`src/rtl/bsr_pkg.sv`:
```
package bsr_pkg;
  typedef enum logic [2:0] {
    MODE_SAMPLE = 3'd0,
    MODE_EXTEST = 3'd1,
    MODE_SIG    = 3'd2,
    MODE_PRPG   = 3'd3,
    MODE_SIGCNT = 3'd4
  } bsr_mode_e;

  // Pins are driven from the latches in every defined non-sample mode
  function automatic logic mode_is_test(input logic [2:0] m);
    return (m >= 3'd1) && (m <= 3'd4);
  endfunction

  // Modes whose latches evolve on the run strobe
  function automatic logic mode_is_run(input logic [2:0] m);
    return (m >= 3'd2) && (m <= 3'd4);
  endfunction
endpackage

```
`src/rtl/bsr_shift_chain.sv`:
```
module bsr_shift_chain #(
  parameter int W = 9,
  localparam int N = 2 * W + 2
) (
  input  logic         tck,
  input  logic         trst_n,
  input  logic         capture_en,
  input  logic         shift_en,
  input  logic         tdi,
  input  logic [N-1:0] cap_vec,
  output logic [N-1:0] cells,
  output logic         tdo
);
  // Capture has priority over shift
  always_ff @(posedge tck or negedge trst_n) begin
    if (!trst_n)         cells <= '0;
    else if (capture_en) cells <= cap_vec;
    else if (shift_en)   cells <= {cells[N-2:0], tdi};
  end

  assign tdo = cells[N-1];
endmodule

```
`src/rtl/bsr_update_bank.sv`:
```
module bsr_update_bank
  import bsr_pkg::*;
#(
  parameter int         W    = 9,
  parameter logic [W-1:0] POLY = 9'h011,
  localparam int        N    = 2 * W + 2
) (
  input  logic         tck,
  input  logic         trst_n,
  input  logic         update_en,
  input  logic         run_en,
  input  logic [2:0]   mode,
  input  logic [N-1:0] cells,
  input  logic [W-1:0] a_sense,
  output logic [N-1:0] lat
);
  logic [W-1:0] lat_a, lat_b;
  logic [W-1:0] misr_next, lfsr_next, cnt_next;
  logic [W-1:0] fb_a, fb_b;

  assign lat_a = lat[W-1:0];
  assign lat_b = lat[2*W-1:W];

  // Per-bit feedback taps, one XOR column per pin
  for (genvar i = 0; i < W; i++) begin : g_tap
    assign fb_a[i] = POLY[i] & lat_a[W-1];
    assign fb_b[i] = POLY[i] & lat_b[W-1];
  end

  always_comb begin
    misr_next = {lat_a[W-2:0], 1'b0} ^ fb_a ^ a_sense;
    lfsr_next = {lat_b[W-2:0], 1'b0} ^ fb_b;
    cnt_next  = lat_b + W'(1);
  end

  // Update has priority over run; run is inert outside run modes
  always_ff @(posedge tck or negedge trst_n) begin
    if (!trst_n) begin
      lat <= '0;
    end else if (update_en) begin
      lat <= cells;
    end else if (run_en && mode_is_run(mode)) begin
      unique case (bsr_mode_e'(mode))
        MODE_SIG:    lat[W-1:0] <= misr_next;
        MODE_PRPG:   lat[2*W-1:W] <= lfsr_next;
        MODE_SIGCNT: begin
          lat[W-1:0]   <= misr_next;
          lat[2*W-1:W] <= cnt_next;
        end
        default: ;
      endcase
    end
  end
endmodule

```
`src/rtl/bsr_pad_mux.sv`:
```
module bsr_pad_mux
  import bsr_pkg::*;
#(
  parameter int W = 9,
  localparam int N = 2 * W + 2
) (
  input  logic [2:0]   mode,
  input  logic [N-1:0] lat,
  input  logic [W-1:0] core_a_out,
  input  logic         core_a_oe,
  input  logic [W-1:0] core_b_out,
  input  logic         core_b_oe,
  output logic [W-1:0] a_pad_out,
  output logic         a_pad_oe,
  output logic [W-1:0] b_pad_out,
  output logic         b_pad_oe
);
  logic test;
  assign test = mode_is_test(mode);

  for (genvar i = 0; i < W; i++) begin : g_pin
    assign a_pad_out[i] = test ? lat[i]     : core_a_out[i];
    assign b_pad_out[i] = test ? lat[W + i] : core_b_out[i];
  end

  assign a_pad_oe = test ? lat[2*W]     : core_a_oe;
  assign b_pad_oe = test ? lat[2*W + 1] : core_b_oe;
endmodule

```
`src/rtl/dual_bus_boundary_reg.sv`:
```
module dual_bus_boundary_reg
  import bsr_pkg::*;
#(
  parameter int         W    = 9,
  parameter logic [W-1:0] POLY = 9'h011
) (
  input  logic         tck,
  input  logic         trst_n,
  input  logic [2:0]   mode,
  input  logic         capture_en,
  input  logic         shift_en,
  input  logic         update_en,
  input  logic         run_en,
  input  logic         tdi,
  output logic         tdo,
  input  logic [W-1:0] core_a_out,
  input  logic         core_a_oe,
  input  logic [W-1:0] core_b_out,
  input  logic         core_b_oe,
  input  logic [W-1:0] a_pad_in,
  input  logic [W-1:0] b_pad_in,
  output logic [W-1:0] a_pad_out,
  output logic         a_pad_oe,
  output logic [W-1:0] b_pad_out,
  output logic         b_pad_oe
);
  localparam int N = 2 * W + 2;

  logic [N-1:0] cells, lat, cap_vec;
  logic         readback;

  // Run modes capture the latch contents so signatures can be read out
  assign readback = mode_is_run(mode);
  assign cap_vec  = {b_pad_oe, a_pad_oe,
                     readback ? lat[2*W-1:W] : b_pad_in,
                     readback ? lat[W-1:0]   : a_pad_in};

  bsr_shift_chain #(.W(W)) u_chain (
    .tck(tck), .trst_n(trst_n), .capture_en(capture_en), .shift_en(shift_en),
    .tdi(tdi), .cap_vec(cap_vec), .cells(cells), .tdo(tdo)
  );

  bsr_update_bank #(.W(W), .POLY(POLY)) u_bank (
    .tck(tck), .trst_n(trst_n), .update_en(update_en), .run_en(run_en),
    .mode(mode), .cells(cells), .a_sense(a_pad_in), .lat(lat)
  );

  bsr_pad_mux #(.W(W)) u_mux (
    .mode(mode), .lat(lat),
    .core_a_out(core_a_out), .core_a_oe(core_a_oe),
    .core_b_out(core_b_out), .core_b_oe(core_b_oe),
    .a_pad_out(a_pad_out), .a_pad_oe(a_pad_oe),
    .b_pad_out(b_pad_out), .b_pad_oe(b_pad_oe)
  );
endmodule

```
`config.mk`:
```
export PLATFORM = sky130hd
export DESIGN_NAME = dual_bus_boundary_reg
export DESIGN_NICKNAME = d
export VERILOG_FILES = /design/src/rtl/bsr_pkg.sv /design/src/rtl/bsr_shift_chain.sv /design/src/rtl/bsr_update_bank.sv /design/src/rtl/bsr_pad_mux.sv /design/src/rtl/dual_bus_boundary_reg.sv
export SDC_FILE = /design/constraint.sdc
export NUM_CORES = 1
export LEC_CHECK = 0
export CAP_MARGIN = 25
export CORE_UTILIZATION = 40
export DETAILED_ROUTE_END_ITERATION = 10
export GPL_ROUTABILITY_DRIVEN = 1
export PLACE_DENSITY = 0.72
export SLEW_MARGIN = 20
export SYNTH_ARGS = -nofsm -noshare
export SYNTH_HDL_FRONTEND = slang
export SYNTH_HIERARCHICAL = 1
export SYNTH_SLANG_ARGS = --single-unit
export TNS_END_PERCENT = 30
```
`constraint.sdc`:
```
create_clock -name tck -period 2 [get_ports tck]
set_input_delay 0.4 -clock tck [delete_from_list [all_inputs] [get_ports tck]]
set_output_delay 0.4 -clock tck [all_outputs]
set_load 0.02 [all_outputs]
```
# After elaboration in Yosys (flattened, before gate mapping)
# Cells that the tools add are included.
[word_totals]
regBits = 40
in_bits = 48
out_inout_bits = 21
elab_cells = 52
[op_classes]
n_addsub = 1
magnitude_cmp = 3
n_eq_ne = 3
muxes = 28
bitwise_logic = 3
n_reduce_logical = 10
[op_table]
columns = ["operator", "n"]
rows = [
  ["2-to-1 mux 20 bit", 2],
  ["2-to-1 mux 18 bit", 2],
  ["2-to-1 mux 9 bit", 3],
  ["2-to-1 mux 1 bit", 20],
  ["one-hot mux 9 bit (2 select lines)", 1],
  ["bitwise XOR 9 x 5 -> 9 bit", 2],
  ["adder 9 x 1 -> 9 bit, second input constant", 1],
  ["bitwise XOR 9 bit", 1],
  ["== test 3 x 2 -> 1 bit, second input constant", 2],
  ["nonzero test 2 bit", 3],
  ["AND reduction 2 bit", 2],
  ["== test 3 bit, second input constant", 1],
  ["greater-or-equal comparator 3 x 1 -> 1 bit, second input constant", 1],
  ["greater-or-equal comparator 3 x 2 -> 1 bit, second input constant", 1],
  ["<= comparator 3 bit, second input constant", 1],
  ["logical AND 1 bit", 3],
  ["nonzero test 3 bit", 1],
  ["OR reduction 2 bit", 1],
]

# Logic depth before layout (Yosys ltp)
[depth]
depth_word = 5
ltp_mapped = 6
depth_no_buf = 5

# Modules after synthesis
# The synthesis kept the hierarchy.
[by_module_without_submodules]
columns = ["module", "instances", "cells_each", "area_each_um2", "seq_area_each_um2"]
rows = [
  ["bsr_update_bank", 1, 142, 1315.0, 500.5],
  ["bsr_shift_chain", 1, 87, 927.1, 500.5],
  ["bsr_pad_mux", 1, 24, 335.3, 0.0],
  ["dual_bus_boundary_reg", 1, 21, 289.0, 0.0],
]

# Least setup slack after synthesis
# OpenSTA, ideal clock, no wires.
[synth_timing]
kind = "input-to-output"
startpoint = "input port mode[1]"
endpoint = "output port a_pad_oe"
t_arrival_ns = 1.237
t_required_ns = 1.600
path_slack_ns = 0.363
stages = 4
n_path_buf = 1
cell_sequence = "nor2_1 > xnor2_1 > buf_6 > mux2_4"
[synth_between]
elab_chain_len = 3
elab_cells_between_ends = 4
cone_classes = "order compare: 2; mux: 1; reduce/logical: 1"
[synth_rtl]
columns = ["element", "line_no", "rtl"]
rows = [
  ["start: declaration", "dual_bus_boundary_reg.sv:9", "input logic [2:0] mode,"],
  ["greater-or-equal comparator 3 x 1 -> 1 bit or <= comparator 3 bit (tied branches)", "bsr_pkg.sv:12", "return (m >= 3'd1) && (m <= 3'd4);"],
  ["logical AND 1 bit *", "bsr_pkg.sv:12", ""],
  ["2-to-1 mux 1 bit *", "bsr_pad_mux.sv:26", "assign a_pad_oe = test ? lat[2*W] : core_a_oe;"],
  ["end: declaration", "dual_bus_boundary_reg.sv:23", "output logic a_pad_oe,"],
]
# Every way passes the cells marked *; elsewhere a longest branch is shown, timed or not.

# Final worst setup path
# Same ends and word-level chain as after synthesis.

==> impl_metrics.ini <==
[routing]
vias = 2380
drt_first_pass_iters = 4
drt_iter0_drc = 134
postRouteAntennaNets = 0
vias_per_cell = 5.22
wl_per_cell_um = 15.9
totalWireLength_um = 7260
drc = 0

[clock_network]
cts_buffers = 5
cts_buffer_depth = 2
cts.sinks = 40
cts-root-buf = clkbuf_8
cts_max_level = 2
cts_tree = yes
clk_pin_slew_ns = 0.08
cts_hold_buf = 0
clk_latency_ns = 0.30

[floorplanning]
boundaryPins = 69
dieArea_um2 = 7510
die_h_um = 86.7
die_w_um = 86.7
initial_core_util = 0.417
fp-row-count = 30
core_area_um2 = 6870

[setup_path]
reg2reg_depth = 5
end_kind = output port
crit_path_max_fanout = 8
cp.required_ns = 1.60
reg2reg_from = u_bank/lat[10]
critPathKind = in -> out
r2r_slack_ns = 0.40
worstSetupStartpointType = primary input
worstReg2RegEnd = u_bank/lat[15]
cp.arrival_ns = 1.53

[power_and_ir_drop]
ir_drop_v = 0.000289
p_per_area_nw_per_um2 = 709
leakage_uw = 0.00173

[yosys]
yosys-top-cells-area = dfrtp_1 35%, mux2_4 16%, mux2i_1 10%
syn_area_um2 = 2870
syn_avg_cell_area_um2 = 10.5
syn_nets = 323
synth-simple-area-share = 0.121
synth_top_flop_cell = dfrtp_1
synth-compound-area-share = 0.133
synth_cell_types = 50
yosys_register_bits = 40
synth_top_family_by_area = multiplexers
yosysSeqAreaShare = 0.349
postSynth.asyncResetShare = 1.00
synth_warnings = 6
synth_edf_count = 0
synth_top_area_cell = dfrtp_1
synth_cells = 274
muxShareOfSynthArea = 0.306
synth_fa_ha_area_frac = 0.00436
synth_most_common_cell = nand2_1
synth-xor-area-share = 0.0367
synth_common_cells = 43 x nand2_1, 40 x dfrtp_1, 30 x mux2_4
synth_top_area_frac = 0.349

[final_layout]
area_growth_pct = 35.2
finalCoreUtilization = 0.564
stdcell_area_um2 = 3880
insertedDiodeCount = 0
layout-drive-gt1-share = 0.306
layout.nets = 408

[sta]
final.setup_skew_ns = 0.00352
hold_violations = 0
worst_pin_slew_ns = 0.611
rsz0062_at_grt = false
fin_crit_sh = 0.966
period_needed_ns = 1.93
setup_violations = 0
slew_headroom = 0.592
max_clock_freq_ghz = 0.518
maxSlewViolCount = 0

[place]
placed_area_um2 = 3820
dpl.hpwl_um = 5160
place_congestion = 0.841
portBuffers = 68

[min_path]
hp-class = in -> async

[global_routing]
gr-usage-all-layers = 0.208
grt_pass1_wl_um = 12000
grt_antenna_before_repair = 0
grt_pass1_vias = 2456
grt_overflow_total = 0
grt_max_degree = 41

[outcome]
status = finished, final reports clean

[job]
max_cap_violations = 0
## routing by layer
layer / routed length, µm / part of all wire / vias to the layer above / track usage
met4: 124 / 0.017 / 0 / 0.0833
li1: - / - / 1165 / -
met3: 333 / 0.046 / 7 / 0.0229
met1: 3250 / 0.45 / 1141 / 0.273
met5: 0 / 0 / - / 0
met2: 3550 / 0.49 / 67 / 0.353
## how the worst max path moves through the flow
stage	start	end	slack (ns)
after floorplan	mode[1]	a_pad_oe	0.36
after global placement	mode[1]	a_pad_out[1]	-0.67
after detailed placement	mode[1]	a_pad_out[0]	-0.68
after CTS	mode[0]	a_pad_out[0]	0.03
after global routing	mode[1]	b_pad_oe	0.02
final	mode[1]	a_pad_oe	0.07
## sequential cells by signal, summed over array words and instances, names as in the netlist
| signal | flops |
|---|---|
| u_bank/lat | 20 |
| u_chain/cells | 20 |
## power by group
part | switching (µW) | leakage [µW] | internal (µW)
clock network | 303 | 0.0000434 | 279
registers | 152 | 0.000488 | 948
logic | 482 | 0.00120 | 587
total | 936 | 0.00173 | 1810
## logic make-up (layout without fill, tap and decap cells)
group / after synthesis / count (layout)
buffers and inverters: 20 / 106
adders and majority gates: 1 / 1
and+or+nand+nor: 71 / 71
DFF: 40 / 40
AOI/OAI and AO/OA: 60 / 60
xor gates and xnor gates: 12 / 12
muxes: 70 / 70
## cell usage in the layout, fill, tap and decap left out, drive strengths merged, types with 2 or more instances in the layout
cell,count
buf,51
clkdlybuf4s50,44
nand2,43
dfrtp,40
mux2,40
o21ai,35
mux2i,30
xor2,8
nor2,8
clkbuf,6
nand3,5
a21oi,5
xnor2,4
nor3b,3
inv,3
o2bb2ai,3
clkinvlp,2
o31ai,2
a22oi,2
nand2b,2
nand4,2
a31o,2
or3,2
o211ai,2
a31oi,2
## critical path, cell delays in order
cell     delay, ns
buf_2         0.12
nor2_4        0.12
xnor2_2       0.12
buf_6         0.15
buf_12        0.14
mux2_4        0.30
buf_2         0.16
## stage by stage
step	hold slack (ns)	cells	power (µW)	worst slack [ns]	setup TNS (ns)
after global routing	0.151	456	2910	0.0181	0
after global placement	0.449	446	2180	-0.665	-17.22
after CTS	0.120	457	2800	0.0272	0
after floorplan	0.104	274	1760	0.363	0
after detailed placement	0.453	446	2210	-0.683	-18.03
final	0.104	456	2750	0.0678	0
## layout make-up
cell class              count  area [µm²]
inverters                   3        11.3
flip-flops and latches     40        1000
clock inverters             2        15.0
fillers                   608        2990
repair buffers             95         905
multi-input cells         214        1740
well taps                  96         120
clock buffers               6        82.6
## what timing repair did
action / 4_1_cts / 5_1_grt
setup buffers: 2 / 0
setup endpoints to repair: 20 / 6
gates cloned: 1 / 0
resized for setup: 107 / 1
pin swaps: 2 / 2
Note: power is estimated with default switching activity, not from simulation.
